<file path="src/rtl/wave_pkg.sv">
package wave_pkg;

  localparam int SAMPLE_W   = 8;
  localparam int PHASE_W    = 4;
  localparam int NUM_PHASES = 1 << PHASE_W;
  localparam int NUM_WAVES  = 3;
  localparam int DIGITS     = 3;
  localparam int SAMPLE_MAX = (1 << SAMPLE_W) - 1;
  localparam int TRI_STEP   = (SAMPLE_MAX + 1) / (NUM_PHASES / 2);

  typedef logic [SAMPLE_W-1:0] sample_t;
  typedef logic [PHASE_W-1:0]  phase_t;

  localparam logic [1:0] SEL_SQUARE = 2'b00;
  localparam logic [1:0] SEL_TRI    = 2'b01;
  localparam logic [1:0] SEL_SINE   = 2'b10;

  localparam int WAVE_SQUARE = 0;
  localparam int WAVE_TRI    = 1;
  localparam int WAVE_SINE   = 2;

  function automatic sample_t square_at(phase_t idx);
    return (int'(idx) < NUM_PHASES / 2) ? sample_t'(SAMPLE_MAX) : '0;
  endfunction

  function automatic sample_t tri_at(phase_t idx);
    int lvl;
    if (int'(idx) <= NUM_PHASES / 2) lvl = TRI_STEP * int'(idx);
    else                             lvl = TRI_STEP * (NUM_PHASES - int'(idx));
    if (lvl > SAMPLE_MAX) lvl = SAMPLE_MAX;
    return sample_t'(lvl);
  endfunction

  function automatic sample_t sine_at(phase_t idx);
    sample_t v;
    case (idx)
      4'd0:    v = 8'd128;
      4'd1:    v = 8'd176;
      4'd2:    v = 8'd218;
      4'd3:    v = 8'd245;
      4'd4:    v = 8'd255;
      4'd5:    v = 8'd245;
      4'd6:    v = 8'd218;
      4'd7:    v = 8'd176;
      4'd8:    v = 8'd128;
      4'd9:    v = 8'd79;
      4'd10:   v = 8'd37;
      4'd11:   v = 8'd10;
      4'd12:   v = 8'd0;
      4'd13:   v = 8'd10;
      4'd14:   v = 8'd37;
      default: v = 8'd79;
    endcase
    return v;
  endfunction

endpackage

</file>
<file path="src/rtl/wave_tick_div.sv">
module wave_tick_div #(
  parameter int unsigned TICK_DIV = 5_000_000
) (
  input  logic clk,
  input  logic rst_n,
  output logic tick_o
);
  localparam int CNT_W = (TICK_DIV > 2) ? $clog2(TICK_DIV) : 1;
  localparam logic [CNT_W-1:0] LAST = CNT_W'(TICK_DIV - 1);

  logic [CNT_W-1:0] cnt_q, cnt_d;
  logic             at_last;

  assign at_last = (cnt_q == LAST);
  assign tick_o  = at_last;

  always_comb begin
    if (at_last) cnt_d = '0;
    else         cnt_d = cnt_q + 1'b1;
  end

  always_ff @(posedge clk or negedge rst_n) begin
    if (!rst_n) cnt_q <= '0;
    else        cnt_q <= cnt_d;
  end
endmodule

</file>
<file path="src/rtl/wave_phase_ctr.sv">
module wave_phase_ctr
  import wave_pkg::*;
(
  input  logic   clk,
  input  logic   rst_n,
  input  logic   step_en,
  output phase_t phase_o
);
  phase_t phase_q, phase_d;

  always_comb begin
    phase_d = phase_q;
    if (step_en) phase_d = phase_q + 1'b1;
  end

  always_ff @(posedge clk or negedge rst_n) begin
    if (!rst_n) phase_q <= '0;
    else        phase_q <= phase_d;
  end

  assign phase_o = phase_q;
endmodule

</file>
<file path="src/rtl/wave_tables.sv">
module wave_tables
  import wave_pkg::*;
(
  input  phase_t  phase_i,
  output sample_t wave_o [NUM_WAVES]
);
  for (genvar g = 0; g < NUM_WAVES; g++) begin : g_wave
    if (g == WAVE_SQUARE) begin : g_sq
      assign wave_o[g] = square_at(phase_i);
    end else if (g == WAVE_TRI) begin : g_tri
      assign wave_o[g] = tri_at(phase_i);
    end else begin : g_sin
      assign wave_o[g] = sine_at(phase_i);
    end
  end
endmodule

</file>
<file path="src/rtl/wave_bcd.sv">
module wave_bcd #(
  parameter int IN_W   = 8,
  parameter int DIGITS = 3
) (
  input  logic [IN_W-1:0]     bin_i,
  output logic [4*DIGITS-1:0] bcd_o
);
  localparam int BCD_W = 4 * DIGITS;

  logic [BCD_W-1:0] acc;

  always_comb begin
    acc = '0;
    for (int i = IN_W - 1; i >= 0; i--) begin
      for (int d = 0; d < DIGITS; d++) begin
        if (acc[4*d +: 4] >= 4'd5) acc[4*d +: 4] = acc[4*d +: 4] + 4'd3;
      end
      acc = {acc[BCD_W-2:0], bin_i[i]};
    end
  end

  assign bcd_o = acc;
endmodule

</file>
<file path="src/rtl/wave_synth_top.sv">
module wave_synth_top
  import wave_pkg::*;
#(
  parameter int unsigned TICK_DIV = 5_000_000
) (
  input  logic       clk,
  input  logic       rst_n,
  input  logic [1:0] wave_sel,
  output logic [7:0] sample_o,
  output logic [3:0] dig_hund,
  output logic [3:0] dig_tens,
  output logic [3:0] dig_ones
);
  localparam int BCD_W = 4 * DIGITS;

  logic             tick;
  phase_t           phase;
  sample_t          waves [NUM_WAVES];
  sample_t          pick_d, sample_q;
  logic [BCD_W-1:0] bcd_d, bcd_q;

  wave_tick_div #(.TICK_DIV(TICK_DIV)) u_div (
    .clk   (clk),
    .rst_n (rst_n),
    .tick_o(tick)
  );

  wave_phase_ctr u_phase (
    .clk    (clk),
    .rst_n  (rst_n),
    .step_en(tick),
    .phase_o(phase)
  );

  wave_tables u_tables (
    .phase_i(phase),
    .wave_o (waves)
  );

  always_comb begin
    case (wave_sel)
      SEL_SQUARE: pick_d = waves[WAVE_SQUARE];
      SEL_TRI:    pick_d = waves[WAVE_TRI];
      SEL_SINE:   pick_d = waves[WAVE_SINE];
      default:    pick_d = '0;
    endcase
  end

  wave_bcd #(.IN_W(SAMPLE_W), .DIGITS(DIGITS)) u_bcd (
    .bin_i(pick_d),
    .bcd_o(bcd_d)
  );

  always_ff @(posedge clk or negedge rst_n) begin
    if (!rst_n) begin
      sample_q <= '0;
      bcd_q    <= '0;
    end else begin
      sample_q <= pick_d;
      bcd_q    <= bcd_d;
    end
  end

  assign sample_o = sample_q;
  assign dig_hund = bcd_q[11:8];
  assign dig_tens = bcd_q[7:4];
  assign dig_ones = bcd_q[3:0];
endmodule

</file>
<file path="config.mk">
export PLATFORM = sky130hd
export DESIGN_NAME = wave_synth_top
export DESIGN_NICKNAME = d
export VERILOG_FILES = /design/src/rtl/wave_pkg.sv /design/src/rtl/wave_tick_div.sv /design/src/rtl/wave_phase_ctr.sv /design/src/rtl/wave_tables.sv /design/src/rtl/wave_bcd.sv /design/src/rtl/wave_synth_top.sv
export SDC_FILE = /design/constraint.sdc
export NUM_CORES = 1
export LEC_CHECK = 0
export BUFFER_PORTS_ARGS = -buffer_cell sky130_fd_sc_hd__buf_4
export CORE_MARGIN = 2
export CORE_UTILIZATION = 50
export CTS_BUF_LIST = sky130_fd_sc_hd__clkbuf_16
export CTS_CLUSTER_SIZE = 25
export DETAILED_ROUTE_END_ITERATION = 8
export GPL_TIMING_DRIVEN = 0
export HOLD_SLACK_MARGIN = 0.03
export PLACE_DENSITY = 0.69
export SYNTH_ARGS = -nofsm -noshare
export SYNTH_HDL_FRONTEND = slang
export SYNTH_SLANG_ARGS = --single-unit
</file>
<file path="constraint.sdc">
create_clock -name clk -period 7.1 [get_ports clk]
set_input_delay 1.065 -clock clk [delete_from_list [all_inputs] [get_ports clk]]
set_output_delay 1.065 -clock clk [all_outputs]
set_load 0.01 [all_outputs]
</file>
## Word level (Yosys, flattened, before mapping)

Memories as Yosys holds them, arrays and structs flattened.
Cells that the tools add are included.

- Equal/unequal tests: 3
- Bitwise logic cells: 0
- Add/subtract/negate cells: 10
- Shift operators: 0
- Muxes and demuxes: 12
- Multipliers: 0
- Div/mod/pow operators: 0
- Reduce and logical (&&, ||, !) cells: 1
- $lt $le $gt $ge: 10

Operator list:

| cell | number |
|---|---|
| 32-bit by 9-bit greater-than comparator with 1-bit output (second input constant) | 1 |
| 32-bit two-way mux | 1 |
| 4-bit two-way mux | 7 |
| 8-bit case mux with 3 select lines | 1 |
| 23-bit by 1-bit adder with 23-bit output (second input constant) | 1 |
| 23-bit equality test (second input constant) | 1 |
| 23-bit two-way mux | 1 |
| 4-bit by 2-bit adder with 4-bit output (second input constant) | 5 |
| 4-bit by 3-bit greater-or-equal comparator with 1-bit output (second input constant) | 5 |
| 8-bit two-way mux | 2 |
| 3-bit by 2-bit adder with 4-bit output (second input constant) | 2 |
| 3-bit greater-or-equal comparator (second input constant) | 2 |
| 5-bit by 4-bit subtractor with 6-bit output (first input constant) | 1 |
| 4-bit by 1-bit adder with 4-bit output (second input constant) | 1 |
| 4-bit less-or-equal comparator (second input constant) | 1 |
| 4-bit less-than comparator (second input constant) | 1 |
| 2-bit by 1-bit equality test with 1-bit output (second input constant) | 1 |
| 2-bit equality test (second input constant) | 1 |
| 2-bit logical NOT | 1 |

- Input port bits: 4
- Bits in latches: 0
- Memories kept: 1
- Logic and storage cells: 41
- Register bits after elaboration: 45
- ROM bits: 128
- Memory bits (writable): 0

Memory list:

| memory | words | width | read ports | clocked after memory_dff | wr ports | line | text |
|---|---|---|---|---|---|---|---|
| (name not given) | 16 | 8 | 1 | 0 | 0 | wave_pkg.sv:36 | `case (idx)` |

## Depth between registers and ports, before layout

- Depth in word-level cells: 15
- Depth in mapped cells: 26
- Mapped depth without buffers: 26

## Modules after synthesis

From an unflattened synthesis, not the netlist that was laid out.

- Cells, all modules: 347
- Area total of the unflattened synthesis: 3390.8 µm²

By module, submodules not included:

| module | area each (µm²) | times used | seq. area each (µm²) | cells each |
|---|---|---|---|---|
| wave_tick_div | 1159.9 | 1 | 575.6 | 107 |
| wave_bcd | 994.7 | 1 | 0.0 | 141 |
| wave_synth_top | 698.2 | 1 | 500.5 | 40 |
| wave_tables | 377.9 | 1 | 0.0 | 48 |
| wave_phase_ctr | 160.2 | 1 | 100.1 | 11 |

## Least setup slack after synthesis

No wires, ideal clock.

- Path type: input to register
- Start: input wave_sel[0]
- End: register bcd_q[8]
- Path buffers: 0
- Data required time: 6961 ps
- Cell stages on the path: 20
- Setup slack: 1830 ps
- Arrival time: 5131 ps
- Path through: or2_1 -> o32ai_2 -> nor3_2 -> nor4_1 -> nor2_1 -> ha_1 -> nand2b_1 -> nand2_1 -> a221oi_1 -> nor3_2 -> xnor2_1 -> inv_1 -> ha_1 -> a41oi_1 -> nor4b_1 -> o31ai_1 -> o211a_1 -> o31ai_1 -> mux2_2 -> o221ai_1

- Longest elaborated chain between the ends: 12

RTL lines:

| element | line | text |
|---|---|---|
| start, declared | wave_synth_top.sv:8 | `input logic [1:0] wave_sel,` |
| 2-bit equality test, or another cell as far along | wave_synth_top.sv:41 | `case (wave_sel)` |
| 8-bit case mux with 3 select lines * | wave_synth_top.sv:41 |  |
| 3-bit by 2-bit adder with 4-bit output or 3-bit greater-or-equal comparator (tied branches) | wave_bcd.sv:16 | `if (acc[4*d +: 4] >= 4'd5) acc[4*d +: 4] = acc[4*d +: 4] + 4'd3;` |
| 4-bit two-way mux | wave_bcd.sv:16 |  |
| 4-bit by 2-bit adder with 4-bit output or 4-bit by 3-bit greater-or-equal comparator with 1-bit output (tied branches) | wave_bcd.sv:16 |  |
| 4-bit two-way mux | wave_bcd.sv:16 |  |
| 4-bit by 2-bit adder with 4-bit output or 4-bit by 3-bit greater-or-equal comparator with 1-bit output (tied branches) | wave_bcd.sv:16 |  |
| 4-bit two-way mux | wave_bcd.sv:16 |  |
| 4-bit by 2-bit adder with 4-bit output, or another cell as far along | wave_bcd.sv:16 |  |
| 4-bit two-way mux | wave_bcd.sv:16 |  |
| 4-bit by 2-bit adder with 4-bit output or 4-bit by 3-bit greater-or-equal comparator with 1-bit output (tied branches) | wave_bcd.sv:16 |  |
| 4-bit two-way mux * | wave_bcd.sv:16 |  |
| net bcd_d[8] | wave_synth_top.sv:20 | `logic [BCD_W-1:0] bcd_d, bcd_q;` |
| end signal, assigned | wave_synth_top.sv:57 | `bcd_q <= '0;` |
| end signal, assigned | wave_synth_top.sv:60 | `bcd_q <= bcd_d;` |
| end, declared | wave_synth_top.sv:20 |  |

The timed path passes the listed nets; every way through them passes the cells marked *.
A chain may end at the register's enable or synchronous reset.

## Final worst setup path

Ends and elaborated chain as after synthesis.

==> metrics.txt <==
post-route insts no fill 410; CP startpoint kind input pin; Setup Fix Bufs, Post-CTS 0; Max Cap Viol 0; post-layout instance area 0.00332 sq mm; Die W 80.5 microns; PwrDens a little under 200 mW/mm^2; Syn Area/Cell approximately 9.5 sq um; Worst setup EP type flop; CTS root buf clkbuf_16; Leak Pwr roughly 1.5 nW; wire length per cell ~14 microns; worst min-delay path class flop to flop; DRC Markers 0; # resized after CTS 0; total CTS buffers 5; # diodes 0; ANT nets after route 0; Post-Place Cells around 400; drt pass-1 iters 4; Iteration-0 DRC Markers slightly below 90; Core Box Area between 0.005 and 0.006 sq mm; Worst Path Required around 7.2 ns; H-Tree Depth 2; EDFF count, synth 0; GRT Util Overall 0.191; min cycle time layout 5.99 ns; Via density ~5.6; fmax 0.167 GHz; CP max FO 9; Post-Syn Area between 0.002 and 0.003 sq mm; Final nets roughly 360; vias in the first global route between 2000 and 2500; critical path's slowest cell a221oi_1; crit share post-route 0.844; initial antenna violation count 0; first-pass GRT wire length 9680 microns; Die Span Y between 80 and 90 microns; utilization after layout 0.596; top cells by area, synth dfrtp_1 36%, ha_1 6.8%, xnor2_1 5.1%; final setup skew 0.00530 ns; Post-Route WL roughly 5600 microns; Die Area between 0.006 and 0.007 sq mm; CP Class input pin to flop; pre-CTS setup slack ~0.93 ns; largest net degree at the start of global routing between 40 and 50; Final TNS setup 0 ns; top-count cell post-synth dfrtp_1; Max Root-Sink Buffers 2; grt total ovfl 0; DP Area 0.00318 sq mm; PnR worst setup slack ~1.1 ns; Cell Chain, Critical Path buf_4 -> or2_1 -> o32ai_2 -> nor3_2 -> nor4_1 -> nor2_1 -> ha_1 -> nand2b_1 -> nand2_1 -> a221oi_1 -> nor3_2 -> xnor2_1 -> inv_1 -> ha_1 -> a41oi_1 -> nor4b_1 -> o31ai_1 -> o211a_1 -> o31ai_1 -> mux2_2 -> o221ai_1; Mapped Cells approximately 300; ys async rst share 1.00; CP bufs+invs 2; Area Overhead vs Synth 13.5%; register area share after synthesis 0.359; CTS clk-pin slew, worst paths 0.06 ns; leading area contributor after synthesis dfrtp_1; Starting Density 0.525; DP Wirelength 4120 microns; port bufs 21; Fin. Hold Viols 0; num ports 24; top cells by count, synth 42 x dfrtp_1, 23 x nand2_1, 22 x nor2_1; RSZ-0062 raised after global routing false; Vias roughly 2300; hold_buf cts 0; Sink Count 42; final setup fails 0; share of cells above drive strength 1 0.186; clk_lat worst skew between 0.2 and 0.3 ns; FP Rows 27; Max stage delay on crit path ~0.8 ns; CTS tree done; number of slew-limit violations in the final report 0; Yosys cell types 69; post-synth top area share 0.359; Top Family by Delay on Critical Path compound AO/OA/AOI/OAI gates; Routability Congestion roughly 0.87; largest vdd supply drop 117 uV; Slew headroom 0.203; synthesis-stage register bit count 42; Data arrival, critical path 6.14 ns; Most used DFF post-synth dfrtp_1; actual slew at the worst max-slew pin ~1.2 ns; synth warn 0; status completed
## final timing paths
path / start / end / slack (ns) / cells after the start
hold reg to reg: u_div.cnt_q[0]$_DFF_PN0_ / u_div.cnt_q[0]$_DFF_PN0_ / 0.49 / 1
setup / recovery: wave_sel[0] / bcd_q[8]$_DFF_PN0_ / 1.11 / 21
hold / removal: u_div.cnt_q[0]$_DFF_PN0_ / u_div.cnt_q[0]$_DFF_PN0_ / 0.49 / 1
min in group asynchronous: rst_n / u_div.cnt_q[12]$_DFF_PN0_ / 0.76 / 1
setup reg to reg: u_phase.phase_o[0]$_DFFE_PN0N_ / bcd_q[8]$_DFF_PN0_ / 1.11 / 23
max in group asynchronous: rst_n / u_phase.phase_o[0]$_DFFE_PN0N_ / 5.98 / 1
## metal layers
metal,up-vias,part of all wire,GRT usage
li1,1163,-,-
met1,1087,0.51,0.258
met2,38,0.45,0.306
met3,6,0.026,0.0427
met4,0,0.012,0.0559
met5,-,0,0
## flip-flops by register name, summed over array words and instances (netlist names)
register,flops
u_phase.phase_o,4
bcd_q,9
sample_o,6
u_div.cnt_q,23
## where the power goes
group          leakage, nW  internal (W)  total (W)  switching [W]
registers            0.552      0.000259   0.000263     0.00000483
clock network       0.0750      0.000129   0.000217      0.0000881
logic                0.846     0.0000800   0.000179      0.0000994
## logic make-up after synthesis
group / share of synthesized area
xor gates and xnor gates: 0.0749
adders and majority gates: 0.0684
AOI/OAI and AO/OA: 0.158
DFF: 0.359
muxes: 0.0428
other: 0.00128
and+or+nand+nor: 0.247
buffers and inverters: 0.0479
## stage by stage
| step | total power [W] | hold WS (ns) |
|---|---|---|
| finish | 0.000660 | 0.486 |
| CTS | 0.000667 | 0.488 |
| floorplan | 0.000389 | 0.453 |
| global route | 0.000702 | 0.511 |
| detailed placement | 0.000447 | 0.476 |
| global placement | 0.000443 | 0.477 |
## cells in the final DEF (no fill, tap or decap), types with 3 or more instances in the layout
| cell type | n |
|---|---|
| a211oi_1 | 3 |
| a21oi_1 | 8 |
| a31oi_1 | 5 |
| and3_1 | 5 |
| and4_1 | 4 |
| buf_4 | 27 |
| clkbuf_1 | 3 |
| clkbuf_16 | 5 |
| dfrtp_1 | 42 |
| ha_1 | 16 |
| inv_1 | 17 |
| mux2i_1 | 8 |
| nand2_1 | 23 |
| nand2b_1 | 8 |
| nand3_1 | 15 |
| nand3b_1 | 3 |
| nand4_1 | 3 |
| nor2_1 | 22 |
| nor3_1 | 9 |
| nor3_2 | 5 |
| nor4_1 | 4 |
| nor4b_1 | 3 |
| o21ai_0 | 9 |
| o21ai_1 | 4 |
| o22ai_1 | 3 |
| or2_2 | 3 |
| xnor2_1 | 17 |
| xor2_1 | 8 |
## area by class of cell
class                   count  area, sq um
fillers                   495         2250
well taps                  72         90.1
inverters                  18         67.6
clock inverters             3         17.5
repair buffers             21          158
multi-input cells         238         1740
plain buffers              11         72.6
flip-flops and latches     42         1050
clock buffers               5          125
Note: power is estimated with default switching activity, not from simulation.
